**src/rtl/spi_burst_pkg.sv**
```systemverilog
package spi_burst_pkg;

    typedef enum logic [2:0] {
        ST_IDLE,
        ST_PARK,
        ST_LOAD,
        ST_HALF_A,
        ST_HALF_B,
        ST_TAIL,
        ST_FINISH
    } burst_state_e;

    localparam int PER_W = 12;

    // SCK period in timebase ticks: 10*(257-F), F=0 meaning 256
    function automatic logic [PER_W-1:0] sck_period_ticks(input logic [7:0] factor);
        int unsigned f_eff;
        f_eff = (factor == 8'd0) ? 256 : int'(factor);
        return PER_W'(10 * (257 - f_eff));
    endfunction

endpackage

```
**src/rtl/spi_tick_gen.sv**
```systemverilog
module spi_tick_gen #(
    parameter int TICK_DIV = 50
) (
    input  logic clk,
    input  logic rst_n,
    input  logic restart,
    output logic tick
);
    generate
        if (TICK_DIV <= 1) begin : g_every_cycle
            assign tick = !restart;
        end else begin : g_divider
            localparam int DW = $clog2(TICK_DIV);
            logic [DW-1:0] cnt;
            always_ff @(posedge clk or negedge rst_n) begin
                if (!rst_n) begin
                    cnt <= '0;
                end else if (restart || cnt == DW'(TICK_DIV - 1)) begin
                    cnt <= '0;
                end else begin
                    cnt <= cnt + 1'b1;
                end
            end
            assign tick = !restart && (cnt == DW'(TICK_DIV - 1));
        end
    endgenerate
endmodule

```
**src/rtl/spi_half_timer.sv**
```systemverilog
module spi_half_timer #(
    parameter int W = 12
) (
    input  logic         clk,
    input  logic         rst_n,
    input  logic         clear,
    input  logic         tick,
    input  logic [W-1:0] target,
    output logic         hit
);
    logic [W-1:0] cnt;

    assign hit = !clear && tick && (cnt == target - W'(1));

    always_ff @(posedge clk or negedge rst_n) begin
        if (!rst_n) begin
            cnt <= '0;
        end else if (clear || hit) begin
            cnt <= '0;
        end else if (tick) begin
            cnt <= cnt + 1'b1;
        end
    end
endmodule

```
**src/rtl/spi_bit_shifter.sv**
```systemverilog
module spi_bit_shifter (
    input  logic       clk,
    input  logic       rst_n,
    input  logic       load,
    input  logic [7:0] din,
    input  logic       cpha,
    input  logic       lead_edge,
    input  logic       trail_edge,
    input  logic       miso,
    output logic       mosi,
    output logic [7:0] rx_now
);
    logic [7:0] tx_sr;
    logic [7:0] rx_sr;

    // phase 1 samples on the trailing edge, in the same cycle the byte closes
    assign rx_now = cpha ? {rx_sr[6:0], miso} : rx_sr;

    always_ff @(posedge clk or negedge rst_n) begin
        if (!rst_n) begin
            tx_sr <= '0;
            rx_sr <= '0;
            mosi  <= 1'b0;
        end else if (load) begin
            tx_sr <= din;
            rx_sr <= '0;
            if (!cpha) begin
                mosi <= din[7];
            end
        end else if (lead_edge) begin
            if (!cpha) begin
                rx_sr <= {rx_sr[6:0], miso};
            end else begin
                mosi  <= tx_sr[7];
                tx_sr <= {tx_sr[6:0], 1'b0};
            end
        end else if (trail_edge) begin
            if (!cpha) begin
                mosi  <= tx_sr[6];
                tx_sr <= {tx_sr[6:0], 1'b0};
            end else begin
                rx_sr <= {rx_sr[6:0], miso};
            end
        end
    end
endmodule

```
**src/rtl/spi_burst_master.sv**
```systemverilog
module spi_burst_master
    import spi_burst_pkg::*;
#(
    parameter int TICK_DIV  = 50,
    parameter int MAX_BYTES = 50,
    parameter int CNT_W     = 8
) (
    input  logic             clk,
    input  logic             rst_n,
    input  logic             start,
    input  logic [CNT_W-1:0] xfer_bytes,
    input  logic [1:0]       spi_mode,
    input  logic             auto_cs,
    input  logic [7:0]       clk_factor,
    input  logic [2:0]       last_bits,
    output logic             tx_req,
    output logic [CNT_W-1:0] tx_idx,
    input  logic [7:0]       tx_data,
    output logic             sck,
    output logic             mosi,
    input  logic             miso,
    output logic             cs_n,
    output logic             rx_valid,
    output logic [CNT_W-1:0] rx_idx,
    output logic [7:0]       rx_data,
    output logic             done,
    output logic [CNT_W-1:0] bytes_done,
    output logic             err
);
    localparam logic [CNT_W-1:0] MAX_CNT = CNT_W'(MAX_BYTES);

    burst_state_e state_q, state_d;

    logic [1:0]       mode_q;
    logic             cpol_q;
    logic             auto_q;
    logic [CNT_W-1:0] nbytes_q;
    logic [2:0]       lb_q;
    logic [PER_W-1:0] period_q;
    logic [CNT_W-1:0] byte_q;
    logic [3:0]       bit_q;
    logic [CNT_W-1:0] moved_q;
    logic             sck_q;
    logic             err_q;
    logic             rxv_q;
    logic [CNT_W-1:0] rxi_q;
    logic [7:0]       rxd_q;

    logic             count_ok;
    logic             tick;
    logic             hit;
    logic             timed;
    logic [PER_W-1:0] half_a;
    logic [PER_W-1:0] half_b;
    logic [PER_W-1:0] target;
    logic             lead_edge;
    logic             trail_edge;
    logic             last_byte;
    logic [3:0]       bits_now;
    logic             byte_end;
    logic [7:0]       rx_now;
    logic [7:0]       rx_aligned;

    assign count_ok  = (xfer_bytes != '0) && (xfer_bytes <= MAX_CNT);
    assign cpol_q    = mode_q[1];
    assign last_byte = (byte_q == nbytes_q - CNT_W'(1));
    assign bits_now  = (last_byte && lb_q != 3'd0) ? {1'b0, lb_q} : 4'd8;
    assign byte_end  = (bit_q == bits_now - 4'd1);
    assign half_a    = (period_q + PER_W'(1)) >> 1;
    assign half_b    = period_q >> 1;
    assign timed     = (state_q == ST_HALF_A) || (state_q == ST_HALF_B) || (state_q == ST_TAIL);
    assign target    = (state_q == ST_HALF_B) ? half_b : half_a;
    assign lead_edge  = (state_q == ST_HALF_A) && hit;
    assign trail_edge = (state_q == ST_HALF_B) && hit;
    assign rx_aligned = rx_now << (4'd8 - bits_now);

    spi_tick_gen #(.TICK_DIV(TICK_DIV)) u_tick (
        .clk     (clk),
        .rst_n   (rst_n),
        .restart (state_q == ST_IDLE),
        .tick    (tick)
    );

    spi_half_timer #(.W(PER_W)) u_timer (
        .clk    (clk),
        .rst_n  (rst_n),
        .clear  (!timed),
        .tick   (tick),
        .target (target),
        .hit    (hit)
    );

    spi_bit_shifter u_shift (
        .clk        (clk),
        .rst_n      (rst_n),
        .load       (state_q == ST_LOAD),
        .din        (tx_data),
        .cpha       (mode_q[0]),
        .lead_edge  (lead_edge),
        .trail_edge (trail_edge),
        .miso       (miso),
        .mosi       (mosi),
        .rx_now     (rx_now)
    );

    // state register
    always_ff @(posedge clk or negedge rst_n) begin
        if (!rst_n) begin
            state_q <= ST_IDLE;
        end else begin
            state_q <= state_d;
        end
    end

    // transitions
    always_comb begin
        state_d = state_q;
        unique case (state_q)
            ST_IDLE:   if (start && count_ok) state_d = ST_PARK;
            ST_PARK:   state_d = ST_LOAD;
            ST_LOAD:   state_d = ST_HALF_A;
            ST_HALF_A: if (hit) state_d = ST_HALF_B;
            ST_HALF_B: begin
                if (hit) begin
                    if (!byte_end)      state_d = ST_HALF_A;
                    else if (last_byte) state_d = ST_TAIL;
                    else                state_d = ST_LOAD;
                end
            end
            ST_TAIL:   if (hit) state_d = ST_FINISH;
            ST_FINISH: state_d = ST_IDLE;
            default:   state_d = ST_IDLE;
        endcase
    end

    // datapath registers
    always_ff @(posedge clk or negedge rst_n) begin
        if (!rst_n) begin
            mode_q   <= 2'd0;
            auto_q   <= 1'b0;
            nbytes_q <= '0;
            lb_q     <= 3'd0;
            period_q <= PER_W'(10);
            byte_q   <= '0;
            bit_q    <= 4'd0;
            moved_q  <= '0;
            sck_q    <= 1'b0;
            err_q    <= 1'b0;
            rxv_q    <= 1'b0;
            rxi_q    <= '0;
            rxd_q    <= 8'd0;
        end else begin
            err_q <= 1'b0;
            rxv_q <= 1'b0;
            unique case (state_q)
                ST_IDLE: begin
                    if (start) begin
                        if (count_ok) begin
                            mode_q   <= spi_mode;
                            auto_q   <= auto_cs;
                            nbytes_q <= xfer_bytes;
                            lb_q     <= last_bits;
                            period_q <= sck_period_ticks(clk_factor);
                            byte_q   <= '0;
                            moved_q  <= '0;
                        end else begin
                            err_q <= 1'b1;
                        end
                    end
                end
                ST_PARK: sck_q <= cpol_q;
                ST_LOAD: bit_q <= 4'd0;
                ST_HALF_A: if (hit) sck_q <= ~sck_q;
                ST_HALF_B: begin
                    if (hit) begin
                        sck_q <= ~sck_q;
                        bit_q <= bit_q + 4'd1;
                        if (byte_end) begin
                            rxv_q   <= 1'b1;
                            rxi_q   <= byte_q;
                            rxd_q   <= rx_aligned;
                            moved_q <= moved_q + CNT_W'(1);
                            if (!last_byte) begin
                                byte_q <= byte_q + CNT_W'(1);
                            end
                        end
                    end
                end
                ST_TAIL:   ;
                ST_FINISH: ;
                default:   ;
            endcase
        end
    end

    // outputs
    always_comb begin
        cs_n       = 1'b1;
        tx_req     = (state_q == ST_LOAD);
        tx_idx     = byte_q;
        done       = (state_q == ST_FINISH);
        bytes_done = moved_q;
        unique case (state_q)
            ST_LOAD, ST_HALF_A, ST_HALF_B, ST_TAIL: cs_n = !auto_q;
            default: cs_n = 1'b1;
        endcase
    end

    assign sck      = sck_q;
    assign err      = err_q;
    assign rx_valid = rxv_q;
    assign rx_idx   = rxi_q;
    assign rx_data  = rxd_q;

endmodule

```
**config.mk**
```make
export PLATFORM = sky130hd
export DESIGN_NAME = spi_burst_master
export DESIGN_NICKNAME = d
export VERILOG_FILES = /design/src/rtl/spi_burst_pkg.sv /design/src/rtl/spi_tick_gen.sv /design/src/rtl/spi_half_timer.sv /design/src/rtl/spi_bit_shifter.sv /design/src/rtl/spi_burst_master.sv
export SDC_FILE = /design/constraint.sdc
export NUM_CORES = 1
export LEC_CHECK = 0
export BUFFER_PORTS_ARGS = -buffer_cell sky130_fd_sc_hd__buf_2
export CORE_MARGIN = 3
export CORE_UTILIZATION = 48
export DETAILED_ROUTE_END_ITERATION = 7
export GPL_TIMING_DRIVEN = 0
export MAX_ROUTING_LAYER = met4
export PLACE_DENSITY = 0.69
export RECOVER_POWER = 25
export SLEW_MARGIN = 5
export SYNTH_ARGS = -nofsm -noshare
export SYNTH_HDL_FRONTEND = slang
export SYNTH_HIERARCHICAL = 1
export SYNTH_SLANG_ARGS = --single-unit
```
**constraint.sdc**
```tcl
create_clock -name clk -period 10.4 [get_ports clk]
set_input_delay 1.04 -clock clk [delete_from_list [all_inputs] [get_ports clk]]
set_output_delay 1.04 -clock clk [all_outputs]
set_load 0.05 [all_outputs]
```
== After elaboration in Yosys (flattened, before gate mapping) ==
Cells that the tools add are included.
Operators by class
  $add $sub $neg: 11
  multiply operators: 1
  magnitude comparators: 1
  equal/unequal tests: 24
  shift-type cells: 1
  multiplexer cells: 49
  bitwise operators: 1
  reductions and logical operators: 36
Operators by type and width (count)
  8-bit 2-to-1 mux: 17
  3-bit by 32-bit multiplier with 11-bit output, first input constant: 1
  8-bit one-hot mux with 2 select lines: 2
  12-bit by 1-bit adder with 12-bit output, second input constant: 2
  12-bit 2-to-1 mux: 2
  3-bit 2-to-1 mux: 6
  2-bit != test, second input constant: 9
  3-bit one-hot mux with 6 select lines: 1
  8-bit by 1-bit adder with 8-bit output, second input constant: 2
  1-bit 2-to-1 mux: 14
  12-bit equality test: 1
  11-bit by 1-bit subtractor with 12-bit output, second input constant: 1
  11-bit 2-to-1 mux: 1
  9-bit by 9-bit subtractor with 10-bit output, first input constant: 1
  3-bit equality test, second input constant: 3
  9-bit 2-to-1 mux: 1
  3-bit AND reduction: 3
  8-bit equality test: 1
  8-bit by 6-bit less-or-equal comparator with 1-bit output, second input constant: 1
  1-bit logical AND: 8
  8-bit logical NOT: 1
  4-bit 2-to-1 mux: 2
  4-bit one-hot mux with 2 select lines: 1
  4-bit AND reduction: 2
  other kinds (27): 41
Word-level totals
  flip-flop bits (word level): 102
  bits of input ports: 34
  word-level logic and storage cells: 143

== Depth between registers and ports, before layout ==
  depth after elaboration: 9
  mapped depth: 20
  mapped depth without buffers: 17

== By module ==
The synthesis kept the hierarchy.
Modules (own cells, without submodules)
  spi_burst_master: times used 1, cells an instance 437, area an instance 4031.4 um^2
  spi_half_timer: times used 1, cells an instance 119, area an instance 1056.0 um^2
  spi_bit_shifter: times used 1, cells an instance 76, area an instance 970.9 um^2
  spi_tick_gen: times used 1, cells an instance 27, area an instance 286.5 um^2

== Least setup slack after synthesis ==
Ideal clock, no wire load.
  path type: reg-to-reg
  from: register nbytes_q[0]
  to: register moved_q[3] (netlist: bytes_done[3])
  library setup time: 0.078 ns
  arrival: 3.841 ns
  required time: 10.322 ns
  path slack: 6.481 ns
  cell stages (with the launch flop): 18
  buffers on the path: 1
  period minus slack after synthesis: 3.919 ns
  cells stage by stage: dfrtp_1 > inv_1 > ha_1 > or3b_4 > nor4_1 > o211ai_2 > a211oi_4 > nand2_1 > ha_1 > xnor2_1 > nand2_1 > nor3_1 > nand2_1 > a21o_1 > and2_1 > buf_6 > or3_1 > a21oi_1
Between the ends
  word-level cells in the longest chain between the ends: 8
RTL lines
  start, declared: RTL line spi_burst_master.sv:37  | logic [CNT_W-1:0] nbytes_q;
  start signal, assigned: RTL line spi_burst_master.sv:161  | nbytes_q <= xfer_bytes;
  8-bit by 1-bit subtractor with 8-bit output: RTL line spi_burst_master.sv:66  | assign last_byte = (byte_q == nbytes_q - CNT_W'(1));
  8-bit equality test: RTL line spi_burst_master.sv:66
  1-bit logical AND: RTL line spi_burst_master.sv:67  | assign bits_now = (last_byte && lb_q != 3'd0) ? {1'b0, lb_q} : 4'd8;
  4-bit 2-to-1 mux: RTL line spi_burst_master.sv:67
  4-bit by 1-bit subtractor with 4-bit output: RTL line spi_burst_master.sv:68  | assign byte_end = (bit_q == bits_now - 4'd1);
  4-bit equality test: RTL line spi_burst_master.sv:68
  2-bit != test (no line)
  5-bit AND reduction (no line)
  end signal, assigned: RTL line spi_burst_master.sv:182  | moved_q <= moved_q + CNT_W'(1);
  end, declared: RTL line spi_burst_master.sv:42  | logic [CNT_W-1:0] moved_q;
Every way passes these cells.
A chain may end at the register's enable or synchronous reset.

==> results.ini <==
[final_layout]
synthToLayoutAreaGrowth_pct=13.7
layout_common_cells=nand2_1, dfrtp_1, buf_2
layout_commonest_cell=nand2_1
nFillCells=1131
fin_util_pct=56.5
nets=803
antenna_cells=0
instances_no_fill=920
finalInstanceArea_um2=7220
drive_gt1_share_pct=19.0

[status]
failed_checks=capacitance limit, slew limit
outcome=finished, violations left

[clock_network]
htree_levels=3
clk_pin_slew_worst_paths_ns=0.07
clock_latency_ns=0.35
root_buffer=clkbuf_16
cts_resized=0
numCtsBuffers=9
cts_hold_buf=0
cts_tree=done
clkSinkCount=102
cts_setup_buffers=0
clk_path_buf_depth=2

[grt]
grt_pass1_wl_um=23700
grt_use_total_pct=20.5
grt_max_degree=53
antenna_found_initial=0
overflow=0
grt_pass1_vias=5068

[floorplanning]
dieArea_um2=14600
rows=41
floorplan.initialDensity_pct=49.7
boundaryPins=73
fp.dieH_um=121
die_w_um=121
core_area_um2=12800

[timing]
skew_ns=0.00846
slew_viol_final=105
tightestPinTransition_ns=2.79
finalSetupTns_ns=0
post-route-min-period_ns=5.18
finalCritPeriodShare_pct=49.8
hold_viol_final=0
max_freq_mhz=193
setup_viol=0
grt_setup_unrepaired=no
relSlewSlack_pct=-85.9
setup_slack_ns=5.22

[synthesis]
yosysWarnings=6
synth_seq_area_share_pct=40.3
synth_ff_type=dfrtp_1
synthDistinctLibCells=78
avgSynthCellArea_um2=9.63
async_flop_share_pct=100
syn_nets=719
synth_edf_count=0
synth_area_um2=6340
ys_seq_elements=102
netlist_instances=659

[detailed_routing]
wl_per_cell_um=15.3
drt_wl_total_um=14000
vias=5082
drc=0
routed_via_density=5.52
first_iter_violations=312
drtAntennaViolNets=0
dr.pass1.iters=4

[placed_design]
place_inst=904
dp_slack_ns=5.85
port_buffers=72
placedInstanceArea_um2=6950
gp_congestion=0.880
dp_hpwl_um=10600

[worst_setup_path]
path_cells=clkbuf_1 > clkbuf_1
end_kind=asynchronous set/reset pin
cp_data_arrival_time_ns=5.03
crit_slowest_cell=clkbuf_1
slowest_delay_ns=2.09
crit_type=in -> async
critPathMostFrequentCell=clkbuf_1
crit_fanout=52
cp.buffers_inverters=2
critPathLaunchType=primary input
critPathTopFamily=buffers and inverters
critPathRequiredTime_ns=10.25

[run]
maxCapViolations=2

[pwr]
ir_worst_vdd_v=0.0000701
p_leak_uw=0.00333
power_density_nw_per_um2=113

[hold_path]
hp-class=reg -> reg

[state kept, by name, indices dropped and copies added (netlist names)]
signal and flops:
tx_idx 8, rx_data 8, u_shift/tx_sr 8, auto_q 1
sck 1, state_q 3, rx_idx 8, lb_q 3
nbytes_q 8, period_q 11, u_shift/mosi 1, bit_q 4
err 1, mode_q 2, u_timer/cnt 12, u_tick/g_divider.cnt 6
bytes_done 8, rx_valid 1, u_shift/rx_sr 8
[layer usage]
metal / wire length, um / global-route usage, %
met1: 6700 / 26.9
met2: 6560 / 32.2
met3: 476 / 2.75
met4: 289 / 8.36
met5: 0 / -
[final timing paths]
kind                        startpoint       endpoint  slack [ns]  cells after the start
max                              rst_n     state_q[2]        5.22                      2
min                          rx_idx[7]      rx_idx[7]        0.46                      2
max reg2reg                nbytes_q[0]  bytes_done[3]        5.84                     18
min reg2reg                  rx_idx[7]      rx_idx[7]        0.46                      2
max in group clk           nbytes_q[0]  bytes_done[3]        5.84                     18
min in group asynchronous        rst_n  bytes_done[3]        1.53                      1
[cells in the mapped netlist, types with 8 or more instances]
cell type | number | area [um2]
clkbuf_1 | 19 | 71.3
xnor2_1 | 38 | 333
mux2_2 | 22 | 248
ha_1 | 25 | 313
nand2b_1 | 15 | 93.8
and3_1 | 10 | 62.6
dfrtp_1 | 100 | 2500
nor2_1 | 42 | 158
xor2_1 | 30 | 263
nand2_1 | 102 | 383
a211oi_1 | 17 | 128
a21oi_1 | 19 | 95.1
a21o_1 | 8 | 60.1
o21ai_0 | 30 | 150
nor3_1 | 14 | 70.1
nand4_1 | 10 | 62.6
mux2i_1 | 26 | 260
nand3_1 | 16 | 80.1
inv_1 | 19 | 71.3
[stage by stage]
stage | total power (uW) | hold slack [ns]
6_report | 813 | 0.461
5_1_grt | 848 | 0.510
4_1_cts | 824 | 0.467
3_5_place_dp | 484 | 0.451
3_3_place_gp | 480 | 0.446
2_1_floorplan | 456 | 0.439
[tightest hold or removal path, delay by kind of cell, from the launching register on]
family | cells | cell delay [ns]
and+or+nand+nor | 2 | 0.09
DFF | 1 | 0.34
[power breakdown]
group	total, uW	leakage, uW	switching, uW	internal [uW]
Clock	338	0.000144	144	194
Combinational	68.2	0.00186	38.0	30.2
Sequential	407	0.00133	4.43	402
[layout make-up]
class	instances	area [um2]	share of cell area [%]
inverter	19	71.3	0.988
timing repair buffer	73	363	5.03
buffer	28	150	2.08
multi-input combinational	510	3570	49.4
clock inverter	3	43.8	0.607
tap	172	215	2.98
sequential	102	2550	35.4
clock buffer	13	250	3.47
[cells by family (layout without fill, tap and decap cells)]
group | after synthesis | after routing | share of synthesized area (%)
XOR/XNOR | 69 | 69 | 9.64
AO/OA/AOI/OAI | 113 | 113 | 13.1
AND/OR/NAND/NOR | 251 | 251 | 19.6
multiplexers | 50 | 50 | 8.60
buffers and inverters | 47 | 136 | 3.49
flip-flops | 102 | 102 | 40.3
adder cells (fa/ha/maj) | 26 | 26 | 5.25
other | 1 | 1 | 0.0591
No activity file was read; power rests on OpenSTA's default activity.
